**src/rtl/mbox_status.sv**
```systemverilog
module mbox_status #(
  parameter int DATA_W = 16,
  parameter int ADDR_W = 4,
  parameter int OFS_XS_A = 0,
  parameter int OFS_XS_B = 2,
  parameter int OFS_ST = 4
) (
  input  logic              clk,
  input  logic              rst_n,
  input  logic              host_rd,
  input  logic              host_wr,
  input  logic [ADDR_W-1:0] host_addr,
  input  logic [DATA_W-1:0] host_wdata,
  output logic [DATA_W-1:0] host_rdata,
  input  logic              dsp_xs_wr,
  input  logic              dsp_st_rd,
  input  logic              dsp_st_wr,
  input  logic [DATA_W-1:0] dsp_wdata,
  output logic [DATA_W-1:0] dsp_xs_rdata,
  output logic [DATA_W-1:0] dsp_st_rdata,
  output logic              dsp_wait
);
  localparam int DSP_FLAG  = 0;
  localparam int HOST_FLAG = 1;

  logic [DATA_W-1:0] xs_q, st_q, st_d;
  logic hit_xs, hit_st, h_post, h_st_rd;

  assign hit_xs  = (host_addr == ADDR_W'(OFS_XS_A)) || (host_addr == ADDR_W'(OFS_XS_B));
  assign hit_st  = (host_addr == ADDR_W'(OFS_ST));
  assign h_post  = host_wr && hit_xs;
  assign h_st_rd = host_rd && hit_st;

  assign host_rdata   = !host_rd ? '0 : hit_xs ? xs_q : hit_st ? st_q : '0;
  assign dsp_xs_rdata = xs_q;
  assign dsp_st_rdata = st_q;

  always_comb begin
    st_d = st_q;
    if (dsp_st_rd) st_d[HOST_FLAG] = 1'b0;
    if (h_st_rd)   st_d[DSP_FLAG]  = 1'b0;
    if (dsp_st_wr) st_d = dsp_wdata;
    if (dsp_xs_wr) st_d[DSP_FLAG]  = 1'b1;
    if (h_post)    st_d[HOST_FLAG] = 1'b1;
  end

  always_ff @(posedge clk) begin
    if (!rst_n) begin
      xs_q     <= '0;
      st_q     <= '0;
      dsp_wait <= 1'b0;
    end else begin
      st_q <= st_d;
      if (h_post)         xs_q <= host_wdata;
      else if (dsp_xs_wr) xs_q <= dsp_wdata;
      if (h_post)                          dsp_wait <= 1'b0;
      else if (dsp_st_rd && !st_q[HOST_FLAG]) dsp_wait <= 1'b1;
    end
  end

  p_dsp_post_r1: assert property (@(posedge clk) disable iff (!rst_n)
    dsp_xs_wr && !h_post |=> xs_q == $past(dsp_wdata) && st_q[DSP_FLAG]);
  p_host_post_r2: assert property (@(posedge clk) disable iff (!rst_n)
    h_post |=> xs_q == $past(host_wdata) && st_q[HOST_FLAG]);
  p_host_ack_r4: assert property (@(posedge clk) disable iff (!rst_n)
    h_st_rd && !dsp_xs_wr && !dsp_st_wr |=> !st_q[DSP_FLAG]);
  p_dsp_ack_r5: assert property (@(posedge clk) disable iff (!rst_n)
    dsp_st_rd && !h_post && !dsp_st_wr |=> !st_q[HOST_FLAG]);
  p_wait_rise_r6: assert property (@(posedge clk) disable iff (!rst_n)
    dsp_st_rd && !st_q[HOST_FLAG] && !h_post |=> dsp_wait);
  p_wait_drop_r6: assert property (@(posedge clk) disable iff (!rst_n)
    h_post |=> !dsp_wait);
  p_collide_r8: assert property (@(posedge clk) disable iff (!rst_n)
    h_post && dsp_st_rd |=> st_q[HOST_FLAG] && !dsp_wait);
  p_unmapped_r10: assert property (@(posedge clk) disable iff (!rst_n)
    host_rd && !hit_xs && !hit_st |-> host_rdata == '0);
endmodule

```
**config.mk**
```make
export PLATFORM = sky130hd
export DESIGN_NAME = mbox_status
export DESIGN_NICKNAME = d
export VERILOG_FILES = /design/src/rtl/mbox_status.sv
export SDC_FILE = /design/constraint.sdc
export NUM_CORES = 1
export LEC_CHECK = 0
export BUFFER_PORTS_ARGS = -buffer_cell sky130_fd_sc_hd__buf_2
export CORE_ASPECT_RATIO = 0.9
export CORE_MARGIN = 2
export CORE_UTILIZATION = 43
export CTS_CLUSTER_SIZE = 25
export DETAILED_ROUTE_END_ITERATION = 8
export PLACE_DENSITY_LB_ADDON = 0.05
export SLEW_MARGIN = 0
export SYNTH_ARGS = -nofsm -noshare
export SYNTH_HDL_FRONTEND = slang
export SYNTH_SLANG_ARGS = --single-unit
```
**constraint.sdc**
```tcl
create_clock -name clk -period 2 [get_ports clk]
set_clock_uncertainty 0.2 [all_clocks]
set_input_delay 0.3 -clock clk [delete_from_list [all_inputs] [get_ports clk]]
set_output_delay 0.3 -clock clk [all_outputs]
set_load 0.1 [all_outputs]
```
-- After elaboration in Yosys (flattened, before gate mapping)
Index checks and enable logic that the tools add are counted.
W data, S select, Z words.
- equality and inequality tests: 2
- mux-type cells: 10
- bitwise operators: 1
- reductions and logical operators: 10
- operator list (kind ; count):
    $mux W16 ; 5
    $reduce_bool A3 Y1 ; 2
    $eq A4 B2 Y1 const B ; 1
    $eq A4 B3 Y1 const B ; 1
    $logic_not A4 Y1 ; 1
    $mux W1 ; 4
    $logic_and A1 B1 Y1 ; 3
    $mux W2 ; 1
    $reduce_bool A2 Y1 ; 1
    $reduce_or A2 Y1 ; 1
    $logic_not A1 Y1 ; 1
    $logic_or A1 B1 Y1 ; 1
    $not A1 Y1 ; 1
- register bits after elaboration: 33
- input bits: 43
- output and inout bits: 49

-- Depth between registers and ports, before layout
- depth after elaboration: 5
- mapped depth: 5
- gate-level depth less buffers: 3

-- Worst setup path before layout
Ideal clock, no wire load.
- path kind: flip-flop to output port
- start point: reg st_q[1] (netlist: dsp_st_rdata[1])
- end point: out host_rdata[1]
- data arrival time: 1.865 ns
- slack: -0.365 ns
- stages on the path, launching flop included: 2
- cells stage by stage: dfxtp_1 > a22o_1
- longest elaborated chain between the ends: 3
- ends and longest elaborated chain (item ; line ; RTL):
    start, declared ; 26 ; logic [DATA_W-1:0] xs_q, st_q, st_d;
    start signal, assigned ; 53 ; st_q <= st_d;
    $mux W16 (3 in a row) ; 34 ; assign host_rdata = !host_rd ? '0 : hit_xs ? xs_q : hit_st ? st_q : '0;
    end, declared ; 14 ; output logic [DATA_W-1:0] host_rdata,
Every way passes these cells.

-- Worst setup path in the final report
- start point: in host_addr[0]
- end point: out host_rdata[14]
- longest elaborated chain between the ends: 4
- elaborated cells on any way between the ends: 7
- classes of those cells: eq/ne (2); mux (3); reduce/logical (2)
- ends and longest elaborated chain (item ; line ; RTL):
    start, declared ; 12 ; input logic [ADDR_W-1:0] host_addr,
    $eq A4 B3 Y1, or another cell as far along ; 30 ; assign hit_st = (host_addr == ADDR_W'(OFS_ST));
    $mux W16 / $logic_or A1 B1 Y1 (equally long branches) ; 34, 29 ;
    $mux W16 (*) (2 in a row) ; 34 ;
Mark *: on every way between the ends. The rest lies on a longest branch, timed or not.

==> key figures <==
Clocking
  – Post-CTS Resized: 0
  – H-tree depth: 2
  – Reg clk slew, reported paths: 0.07 ns
  – Clk Latency, worst-skew pair: 0.28 ns
  – CTS tree: yes
  – Post-CTS Hold Buffers: 0
  – Cts bufs inserted: 5
  – Clk sinks: 33
  – Clk root buf: clkbuf_8
  – Clock buffer depth: 2
  – Postcts setup bufs: 0

Floorplanning
  – DIE WIDTH: 68.2 um
  – Die Y: 61.8 um
  – Core Area: 0.00345 mm^2
  – FP Rows: 20
  – Starting density of the core: 46.2%
  – IO Pins: 92
  – Full die area: 0.00422 mm^2

STA
  – Final hold violation count: 0
  – Slew headroom: 63.4%
  – Final min period: 1.85 ns
  – Worst Max-Slew Pin Slew: 0.550 ns
  – Finish-stage setup viols: 0
  – Max Fclk: 0.540 GHz
  – Hold_ws: 0.0526 ns
  – Final Max Tran Viols: 0
  – RSZ-0062 raised after global routing: no
  – Final period util: 92.7%

Power and ir drop
  – Pint: 0.00110 W
  – Switching Share: 39.7%
  – Clock share of power: 25.7%
  – Psw: 0.000727 W
  – Pwr Total: 0.00183 W
  – Comb power frac: 33.7%
  – Maximum VDD drop: 0.000543 V
  – Leakage power: 1.33 nW
  – Pwr dens: 751 mW/mm^2
  – Seq pwr share: 40.6%

Global route
  – Total Routing Usage GR: 23.6%
  – Largest net degree at the start of global routing: 35
  – Grt ovf: 0
  – First-pass GRT wire length: 7.24 mm
  – Initial antenna violation count: 0
  – Vias in the first global route: 1549

Route
  – Routed Antenna Nets: 0
  – DRT Pass-1 Iters: 4
  – Drc violations: 0
  – DR vias: 1531
  – Wire per inst: 16.2 um
  – DRT Wirelength: 4.62 mm
  – Initial DRC count: 56
  – Drt via density: 5.37

Flow run
  – Max cap viols: 0

Cells and area
  – Fin cells: 285
  – Filler cells: 264
  – N_diodes: 0
  – Share of cells above drive strength 1: 58.1%
  – NumNets Final: 283
  – Area growth, synth to finish: 52.6%

Logic synthesis
  – Count leader, synth: dfxtp_1
  – Post-synth ARST share: 0%
  – Yosys reg bits: 33
  – Mapped Cells: 151
  – Register area share after synthesis: 41.4%
  – Area leader, netlist: dfxtp_1
  – Dominant synthesized flop cell: dfxtp_1
  – Synth Warn #: 0
  – Synth area leaders: dfxtp_1, mux2i_1, o211a_1
  – Net Count, Synth: 194
  – Post-synth top area share: 41.4%
  – Syn Area/Cell: 10.6 um^2
  – Post-synth cell types: 18
  – Post-synth top cells: dfxtp_1, mux2i_1, nand2_1, o211a_1, a22o_1
  – Synthesized cell area: 0.00160 mm^2
  – EDFF count, synth: 0

Place
  – Final GP Congestion: 0.696
  – IO buf count: 91
  – Hpwl dp: 3.40 mm
  – DP Cell Count: 277

Hold path
  – HP Class: in2reg

Critical path
  – WP data required: 1.50 ns
  – Worst setup path category: in2out
  – Worst EP arrival: 1.35 ns
  – CP max FO: 17
  – Worst path cell trace: buf_2 > nor4_4 > buf_4 > a22o_2 > buf_12
  – Crit. End Element: output pin
  – Startpoint class of the critical path: input port
  – Reg-to-reg slack, setup: 0.99 ns
  – Slowest cell on crit path: buf_4
  – Crit path largest cell delay: 0.27 ns

Outcome
  – Status: finished, final reports clean
[per-stage QoR]
stage	utilization [%]	setup slack (ns)	instance area, um^2	TNS [ns]
after global placement	68.2	0.184	2360	0
after floorplan	-	-0.0710	1640	-0.717
after detailed placement	68.2	0.141	2360	0
after CTS	70.5	0.134	2440	0
final	70.5	0.147	2440	0
after global routing	70.5	0.0993	2440	0
[registers in the layout (all words and copies together), names as in the netlist]
name	cells
dsp_st_rdata	16
dsp_wait	1
dsp_xs_rdata	16
[kinds of logic after synthesis]
kind of cell / share of synthesized area (%)
compound gates: 20.8
simple gates: 13.6
flops: 41.4
buf+inv: 5.41
mux: 18.8
[cells in the final DEF (no fill, tap or decap)]
master and instances:
nand3b_1 1, a21boi_1 1, mux2i_1 30, nor3b_1 1, buf_2 75, a22o_2 16, or4b_1 1, o21ai_0 2
clkbuf_1 3, nor4b_4 1, nand2_1 17, nor2b_1 15, a21oi_1 1, buf_12 16, buf_4 4, dfxtp_2 22
o211a_1 17, clkbuf_8 5, dfxtp_1 11, and2_1 1, nor4_4 1
[worst max-delay path, delay by kind of cell]
| family | cells | cell delay, ns |
|---|---|---|
| simple gates | 1 | 0.24 |
| compound gates | 1 | 0.22 |
| buf+inv | 3 | 0.59 |
[power by group through the flow]
stage                     sequential [W]  clock [W]  combinational [W]
after floorplan                  0.00107          0           0.000160
after global placement          0.000753          0           0.000607
after detailed placement        0.000757          0           0.000619
after CTS                       0.000743   0.000486           0.000620
after global routing            0.000748   0.000520           0.000645
final                           0.000743   0.000470           0.000617
[final cells by class]
cell class | count | area [um^2] | area share, %
clock buffers | 8 | 80.1 | 3.29
multi-input cells | 105 | 887 | 36.4
flip-flops and latches | 33 | 688 | 28.2
well taps | 44 | 55.1 | 2.26
repair buffers | 95 | 726 | 29.8
[path summary, 6_finish.rpt]
kind                                   to  cells after the start                         start
max reg2reg  dsp_st_rdata[1]$_SDFFE_PN0P_                      3  dsp_st_rdata[1]$_SDFFE_PN0P_
min reg2reg         dsp_wait$_SDFFE_PP0P_                      1         dsp_wait$_SDFFE_PP0P_
max                        host_rdata[14]                      5                  host_addr[0]
min          dsp_xs_rdata[5]$_SDFFE_PN0P_                      2                 host_wdata[5]
[metal layers]
layer,vias up,track usage (%),wire length (um)
li1,729,-,-
met1,746,27.1,1850
met2,51,43.6,2410
met3,5,6.49,325
met4,0,6.00,31
met5,-,0,0
Note: power is estimated with default switching activity, not from simulation.
